File: src/rtl/page_mapper_pkg.sv
package page_mapper_pkg;

   // control register bit positions (the arming pattern decodes these)
   localparam int CTL_ROM_DIS = 7;
   localparam int CTL_TASK    = 6;
   localparam int CTL_ENABLE  = 5;
   localparam int CTL_GUARD   = 4;
   // data register protect bit
   localparam int DAT_PROT    = 7;

   typedef struct packed {
      logic rom_dis;
      logic map_en;
      logic fix_top;
   } mapper_mode_t;

   // next mode after a control write
   function automatic mapper_mode_t next_mode(input mapper_mode_t cur,
                                              input logic [7:0] wd);
      mapper_mode_t n;
      n = cur;
      if (!wd[CTL_ENABLE]) begin
         n.rom_dis = wd[CTL_ROM_DIS];
         n.map_en  = 1'b0;
         n.fix_top = 1'b0;
      end else if (cur.rom_dis && cur.map_en &&
                   !wd[CTL_ROM_DIS] && !wd[CTL_GUARD]) begin
         n.fix_top = 1'b1;
      end else begin
         n.rom_dis = wd[CTL_ROM_DIS];
         n.map_en  = 1'b1;
      end
      return n;
   endfunction

endpackage

File: src/rtl/page_mapper_ctl.sv
module page_mapper_ctl
   import page_mapper_pkg::*;
#(
   parameter int TASK_W = 1,
   parameter int ENT_W  = 4
) (
   input  logic              clk,
   input  logic              rst_n,
   input  logic              ctl_we,
   input  logic [7:0]        wdata,
   output mapper_mode_t      mode,
   output logic [TASK_W-1:0] task_sel,
   output logic [ENT_W-1:0]  ent_ptr
);

   localparam int PTR_TOP = ENT_W - 1;

   if (TASK_W != 1) begin : g_bad_task
      $error("page_mapper_ctl: the control register holds a single task bit");
   end
   if (ENT_W > 4) begin : g_bad_ptr
      $error("page_mapper_ctl: entry pointer is limited to four bits");
   end

   mapper_mode_t mode_q;

   always_ff @(posedge clk) begin
      if (!rst_n) begin
         mode_q   <= '0;
         task_sel <= '0;
         ent_ptr  <= '0;
      end else if (ctl_we) begin
         mode_q   <= next_mode(mode_q, wdata);
         task_sel <= wdata[CTL_TASK];
         ent_ptr  <= wdata[PTR_TOP:0];
      end
   end

   assign mode = mode_q;

endmodule

File: src/rtl/page_mapper_tbl.sv
module page_mapper_tbl
   import page_mapper_pkg::*;
#(
   parameter int ENT_W  = 4,
   parameter int PHYS_W = 7
) (
   input  logic              clk,
   input  logic              rst_n,
   input  logic              dat_we,
   input  logic [ENT_W-1:0]  wr_ptr,
   input  logic [7:0]        wdata,
   input  logic [ENT_W-1:0]  rd_idx,
   output logic [PHYS_W-1:0] rd_blk,
   output logic              rd_prot
);

   localparam int ENTRIES = 1 << ENT_W;

   if (PHYS_W > DAT_PROT) begin : g_bad_phys
      $error("page_mapper_tbl: block number must fit below the protect bit");
   end

   logic [PHYS_W-1:0] blk_q  [ENTRIES];
   logic              prot_q [ENTRIES];

   for (genvar e = 0; e < ENTRIES; e++) begin : g_ent
      always_ff @(posedge clk) begin
         if (!rst_n) begin
            blk_q[e]  <= '0;
            prot_q[e] <= 1'b0;
         end else if (dat_we && (wr_ptr == ENT_W'(e))) begin
            blk_q[e]  <= wdata[PHYS_W-1:0];
            prot_q[e] <= wdata[DAT_PROT];
         end
      end
   end

   assign rd_blk  = blk_q[rd_idx];
   assign rd_prot = prot_q[rd_idx];

endmodule

File: src/rtl/page_mapper_xlat.sv
module page_mapper_xlat
   import page_mapper_pkg::*;
#(
   parameter int ADDR_W    = 16,
   parameter int WIN_W     = 3,
   parameter int TASK_W    = 1,
   parameter int PHYS_W    = 7,
   parameter int IO_BASE   = 'hFFD0,
   parameter int IO_SIZE   = 16,
   parameter int ROM_BYTES = 8192,
   parameter bit FIX_EN    = 1'b1,
   parameter int FIX_BYTES = 512,
   parameter int FIX_BLK   = 7
) (
   input  logic [ADDR_W-1:0]       addr,
   input  logic                    cpu_wr,
   input  mapper_mode_t            mode,
   input  logic [TASK_W-1:0]       task_sel,
   input  logic [PHYS_W-1:0]       ent_blk,
   input  logic                    ent_prot,
   output logic [TASK_W+WIN_W-1:0] ent_idx,
   output logic [PHYS_W-1:0]       phys_blk,
   output logic                    rom_sel,
   output logic                    wr_prot,
   output logic                    io_sel,
   output logic                    mem_we
);

   localparam int WIN_LSB = ADDR_W - WIN_W;
   localparam logic [ADDR_W-1:0] IO_LO  = ADDR_W'(IO_BASE);
   localparam logic [ADDR_W-1:0] IO_HI  = ADDR_W'(IO_BASE + IO_SIZE - 1);
   localparam logic [ADDR_W-1:0] ROM_LO = ADDR_W'((1 << ADDR_W) - ROM_BYTES);
   localparam logic [ADDR_W-1:0] FIX_LO = ADDR_W'((1 << ADDR_W) - FIX_BYTES);

   if (PHYS_W < WIN_W) begin : g_bad_width
      $error("page_mapper_xlat: block number narrower than window index");
   end
   if (FIX_BLK >= (1 << PHYS_W)) begin : g_bad_fix
      $error("page_mapper_xlat: fixed block out of range");
   end

   logic [WIN_W-1:0] win;
   logic             io_hit;
   logic             rom_hit;
   logic             fix_hit;

   assign win     = addr[ADDR_W-1:WIN_LSB];
   assign io_hit  = (addr >= IO_LO) && (addr <= IO_HI);
   assign rom_hit = addr >= ROM_LO;
   assign ent_idx = {task_sel, win};

   if (FIX_EN) begin : g_fix
      assign fix_hit = mode.fix_top && (addr >= FIX_LO) && !io_hit;
   end else begin : g_nofix
      logic unused_fix;
      assign unused_fix = mode.fix_top;
      assign fix_hit    = 1'b0;
   end

   always_comb begin
      if (fix_hit) begin
         phys_blk = PHYS_W'(FIX_BLK);
         wr_prot  = 1'b0;
      end else if (mode.map_en) begin
         phys_blk = ent_blk;
         wr_prot  = ent_prot && !io_hit;
      end else begin
         phys_blk = PHYS_W'(win);
         wr_prot  = 1'b0;
      end
      io_sel  = io_hit;
      rom_sel = !mode.rom_dis && rom_hit && !io_hit && !fix_hit && !cpu_wr;
      mem_we  = cpu_wr && !io_hit && !wr_prot;
   end

endmodule

File: src/rtl/page_mapper.sv
module page_mapper
   import page_mapper_pkg::*;
#(
   parameter int ADDR_W    = 16,
   parameter int WIN_W     = 3,
   parameter int TASK_W    = 1,
   parameter int PHYS_W    = 7,
   parameter int IO_BASE   = 'hFFD0,
   parameter int IO_SIZE   = 16,
   parameter int CTL_OFS   = 14,
   parameter int DAT_OFS   = 15,
   parameter int ROM_BYTES = 8192,
   parameter bit FIX_EN    = 1'b1,
   parameter int FIX_BYTES = 512,
   parameter int FIX_BLK   = 7
) (
   input  logic              clk,
   input  logic              rst_n,
   input  logic [ADDR_W-1:0] cpu_addr,
   input  logic              cpu_wr,
   input  logic [7:0]        cpu_wdata,
   output logic [PHYS_W-1:0] phys_blk,
   output logic              rom_sel,
   output logic              wr_prot,
   output logic              io_sel,
   output logic              mem_we
);

   localparam int ENT_W = TASK_W + WIN_W;
   localparam logic [ADDR_W-1:0] CTL_ADDR = ADDR_W'(IO_BASE + CTL_OFS);
   localparam logic [ADDR_W-1:0] DAT_ADDR = ADDR_W'(IO_BASE + DAT_OFS);

   if (CTL_OFS >= IO_SIZE || DAT_OFS >= IO_SIZE || CTL_OFS == DAT_OFS) begin : g_bad_regs
      $error("page_mapper: register offsets must be distinct and inside the I/O window");
   end
   if (FIX_BYTES > ROM_BYTES) begin : g_bad_span
      $error("page_mapper: fixed top must lie inside the top window");
   end

   logic              ctl_we;
   logic              dat_we;
   mapper_mode_t      mode;
   logic [TASK_W-1:0] task_sel;
   logic [ENT_W-1:0]  ent_ptr;
   logic [ENT_W-1:0]  ent_idx;
   logic [PHYS_W-1:0] ent_blk;
   logic              ent_prot;

   assign ctl_we = cpu_wr && (cpu_addr == CTL_ADDR);
   assign dat_we = cpu_wr && (cpu_addr == DAT_ADDR);

   page_mapper_ctl #(
      .TASK_W (TASK_W),
      .ENT_W  (ENT_W)
   ) u_ctl (
      .clk      (clk),
      .rst_n    (rst_n),
      .ctl_we   (ctl_we),
      .wdata    (cpu_wdata),
      .mode     (mode),
      .task_sel (task_sel),
      .ent_ptr  (ent_ptr)
   );

   page_mapper_tbl #(
      .ENT_W  (ENT_W),
      .PHYS_W (PHYS_W)
   ) u_tbl (
      .clk     (clk),
      .rst_n   (rst_n),
      .dat_we  (dat_we),
      .wr_ptr  (ent_ptr),
      .wdata   (cpu_wdata),
      .rd_idx  (ent_idx),
      .rd_blk  (ent_blk),
      .rd_prot (ent_prot)
   );

   page_mapper_xlat #(
      .ADDR_W    (ADDR_W),
      .WIN_W     (WIN_W),
      .TASK_W    (TASK_W),
      .PHYS_W    (PHYS_W),
      .IO_BASE   (IO_BASE),
      .IO_SIZE   (IO_SIZE),
      .ROM_BYTES (ROM_BYTES),
      .FIX_EN    (FIX_EN),
      .FIX_BYTES (FIX_BYTES),
      .FIX_BLK   (FIX_BLK)
   ) u_xlat (
      .addr     (cpu_addr),
      .cpu_wr   (cpu_wr),
      .mode     (mode),
      .task_sel (task_sel),
      .ent_blk  (ent_blk),
      .ent_prot (ent_prot),
      .ent_idx  (ent_idx),
      .phys_blk (phys_blk),
      .rom_sel  (rom_sel),
      .wr_prot  (wr_prot),
      .io_sel   (io_sel),
      .mem_we   (mem_we)
   );

endmodule

File: config.mk
export PLATFORM = sky130hd
export DESIGN_NAME = page_mapper
export DESIGN_NICKNAME = d
export VERILOG_FILES = /design/src/rtl/page_mapper_pkg.sv /design/src/rtl/page_mapper_ctl.sv /design/src/rtl/page_mapper_tbl.sv /design/src/rtl/page_mapper_xlat.sv /design/src/rtl/page_mapper.sv
export SDC_FILE = /design/constraint.sdc
export NUM_CORES = 1
export LEC_CHECK = 0
export CAP_MARGIN = 20
export CORE_ASPECT_RATIO = 0.7
export CORE_UTILIZATION = 45
export CTS_CLUSTER_SIZE = 16
export DETAILED_ROUTE_END_ITERATION = 10
export HOLD_SLACK_MARGIN = 0.05
export PLACE_DENSITY = 0.75
export SLEW_MARGIN = 10
export SYNTH_ARGS = -nofsm -noshare
export SYNTH_HDL_FRONTEND = slang
export SYNTH_SLANG_ARGS = --single-unit
File: constraint.sdc
create_clock -name clk -period 2.7 [get_ports clk]
set_clock_uncertainty 0.05 [all_clocks]
set_input_delay 0.27 -clock clk [delete_from_list [all_inputs] [get_ports clk]]
set_output_delay 0.27 -clock clk [all_outputs]
set_load 0.005 [all_outputs]
==> metrics.md <==
| Metric | Value |
|---|---|
| ANT cells | `0` |
| Global placer's final weighted congestion | `0.905` |
| Row count | `35` |
| Min Clock Period, post-route | `roughly 2.6 ns` |
| Mapped Cells | `roughly 470` |
| Number of synthesized flops with an enable pin | `about 130` |
| Worst setup EP type | `primary output` |
| Register area share after synthesis | `0.638` |
| Ys async rst share | `0` |
| VDD IR max | `570 µV` |
| Clock Power Share | `0.442` |
| Num Clock Sinks | `about 140` |
| Boundary Pins | `38` |
| Worst path max stage delay | `~0.53 ns` |
| DRC Markers | `0` |
| Grt total ovfl | `0` |
| FMAX | `between 300 and 400 MHz` |
| Synth unique cells | `between 40 and 50` |
| Proportion of layout cells with a drive suffix above 1 | `0.246` |
| Later-pin clock latency in the skew report | `roughly 0.4 ns` |
| Internal power | `between 3 and 4 mW` |
| Pleak | `approximately 2.6 nW` |
| Wire length on met3 | `about 1.9 mm` |
| Area delta synth->final | `24.5%` |
| Period utilization | `0.977` |
| Area of the core | `about 0.013 mm²` |
| Clk buf depth | `2` |
| Worst Path Arrival | `~2.3 ns` |
| Vias per cell | `just under 6` |
| Vias | `4338` |
| Status | `finished clean` |
| Buf+Inv Stages, Crit Path | `6` |
| Combinational Power Share | `0.072` |
| Final HPWL DP | `11.1 mm` |
| Critical path's top delay family | `buffers and inverters` |
| DR pass1 iterations | `5` |
| Die ar. | `0.0144 mm²` |
| Routed Antenna Nets | `0` |
| Average routed wire per standard cell | `21.9 µm` |
| Worst setup SP type | `primary input` |
| R2R Path Start | `u_ctl.ent_ptr[0]` |
| Die Y | `roughly 100 µm` |
| Mapped Nets | `493` |
| Sequential share of power | `0.486` |
| Synth Area per Inst | `around 13 µm²` |
| Mapped Area | `between 0.006 and 0.007 mm²` |
| Tightest Hold Check Type | `reg2reg` |
| Reg2reg setup slack | `0.94 ns` |
| Top layer reached by signal wires | `met4` |
| Reg clk slew, reported paths | `about 0.060 ns` |
| GRT Overall Usage | `0.252` |
| Tot Pwr | `4.92 mW` |
| Sw frac | `0.226` |
| Vias in the first global route | `~4500` |
| Crit-path cells | `clkdlybuf4s50_1, buf_6, buf_8, buf_8, buf_4, mux4_2, mux2i_1, a211oi_1, clkdlybuf4s50_1` |
| Relative slew slack | `0.647` |
| Initial antenna violation count | `0` |
| Initial DRC count | `around 470` |
| Post-place setup slack | `-0.391 ns` |
| Ys Warns | `0` |
| Chip width | `about 140 µm` |
| Post-synth top flop | `edfxtp_1` |
| Hold Slack | `roughly 0.48 ns` |
| TritonCTS clock tree | `built` |
| Final hold violations | `0` |
| Metal2 WL | `approximately 7.8 mm` |
| Final core utilization | `0.583` |
| Final WL | `between 15 and 20 mm` |
| Slew Viols, Final | `0` |
| Largest net degree at the start of global routing | `30` |
| Layout Nets | `between 500 and 600` |
| CP Depth | `9` |
| Clk root buf | `clkbuf_16` |
| Port-buffer cells | `37` |
| Critical Path RT | `2.38 ns` |
| Crit Path Class | `in2out` |
| Cells on worst reg2reg path | `4` |
| CP Launch Point | `cpu_addr[15]` |
| Switching pwr | `around 1.1 mW` |
| Initial Util | `0.469` |
| Total CTS buffers | `17` |
| Max FO, Critical Path | `8` |
| Power density cells | `roughly 630 mW/mm²` |
| Synthesized flop and latch total | `about 140` |
| Most common cell after layout, fill and taps aside | `nor2_1` |
| Reg2reg end | `u_tbl.prot_q[4]` |
| First-pass GRT wire length | `between 20 and 30 mm` |
| Slowest CP cell | `clkdlybuf4s50_1` |
| Setup violators final | `0` |
| Final WS setup | `approximately 0.063 ns` |
| H-tree Lvls | `4` |
| Hold_buf cts | `0` |
| Worst Max-Slew Pin Slew | `approximately 0.53 ns` |
| Crit path to | `phys_blk[6]` |
| M1 WL | `around 6.4 mm` |
| Fillcell total | `1052` |
| Most frequent cells in the layout | `nor2_1 (132), edfxtp_1 (127), buf_4 (53)` |
| Max cap viols | `0` |
| RSZ-0062 raised after global routing | `no` |
[Yosys cell counts, types with 2 or more instances]
cell,instances,area share
nor2_1,132,0.079
edfxtp_1,127,0.61
mux4_2,28,0.10
clkbuf_1,20,0.012
nand2_1,20,0.012
nand4_1,14,0.014
o21ai_0,13,0.010
dfxtp_1,9,0.029
mux2i_1,9,0.014
a211oi_1,8,0.0096
a21oi_1,8,0.0064
nand4b_1,7,0.0098
nor2b_1,7,0.0070
mux4_1,6,0.025
inv_1,5,0.0030
o31ai_1,5,0.0060
buf_2,4,0.0032
o21ai_1,4,0.0032
and2_1,3,0.0030
buf_4,3,0.0036
nand2b_1,3,0.0030
nand3_1,3,0.0024
nor3_1,3,0.0024
a21o_1,2,0.0024
a31o_2,2,0.0028
buf_1,2,0.0012
buf_6,2,0.0036
nor3b_1,2,0.0024
or2_2,2,0.0020
[power groups by stage]
stage	Sequential, mW	Clock (mW)	Combinational (mW)
after detailed placement	2.44	0	0.329
after global placement	2.43	0	0.320
after global routing	2.40	2.28	0.374
after CTS	2.39	2.19	0.350
final	2.39	2.18	0.353
after floorplan	2.42	0	0.175
[metal layers]
layer	vias up	global-route usage
li1	1923	-
met1	2088	0.328
met2	294	0.393
met3	33	0.0812
met4	0	0.101
met5	-	0
[state kept, by name, summed over array words and instances, names as in the netlist]
| signal | flops |
|---|---|
| u_ctl.mode | 3 |
| u_tbl.blk_q | 112 |
| u_ctl.ent_ptr | 4 |
| u_tbl.prot_q | 16 |
| u_ctl.task_sel | 1 |
[worst min path at each step]
stage	from	endpoint	slack [ns]	cells past startpoint
6_report	u_ctl.ent_ptr[0]	u_ctl.ent_ptr[0]	0.48	2
5_1_grt	cpu_wdata[1]	u_ctl.ent_ptr[1]	0.50	3
4_1_cts	u_ctl.ent_ptr[0]	u_ctl.ent_ptr[0]	0.47	2
3_5_place_dp	u_ctl.mode[0]	u_ctl.mode[0]	0.46	2
3_3_place_gp	u_ctl.ent_ptr[0]	u_ctl.ent_ptr[0]	0.44	2
2_1_floorplan	cpu_wdata[1]	u_ctl.ent_ptr[1]	0.36	2
[kinds of logic after synthesis]
kind of cell	after synthesis	synth area share
compound gates	46	0.0464
mux	43	0.140
flops	136	0.638
simple gates	204	0.148
buf+inv	37	0.0272
[cell type report]
type / count / area [µm²] / area share
inverter: 6 / 22.5 / 0.00289
multi-input combinational: 293 / 2120 / 0.272
tap: 185 / 231 / 0.0297
clock buffer: 18 / 429 / 0.0551
clock inverter: 14 / 124 / 0.0159
timing repair buffer: 98 / 871 / 0.112
sequential: 136 / 3990 / 0.513
[per-stage QoR]
step           std cells  cell area (µm²)  TNS (ns)
3_3_place_gp         708             7110     -4.70
6_report             750             7790         0
5_1_grt              750             7790         0
4_1_cts              750             7770         0
2_1_floorplan        466             6260         0
3_5_place_dp         708             7110     -5.57
[worst min-delay path, stage by stage, from the launching register on]
cell	delay, ns
dfxtp_1	0.33
o31ai_1	0.07
a21oi_1	0.07
[what timing repair did]
item                       in CTS  in global routing
setup buffers                  10                  0
setup endpoints to repair       9                  5
resized for setup              27                  6
pin swaps                       4                  2
(Power assumes the default switching activity.)
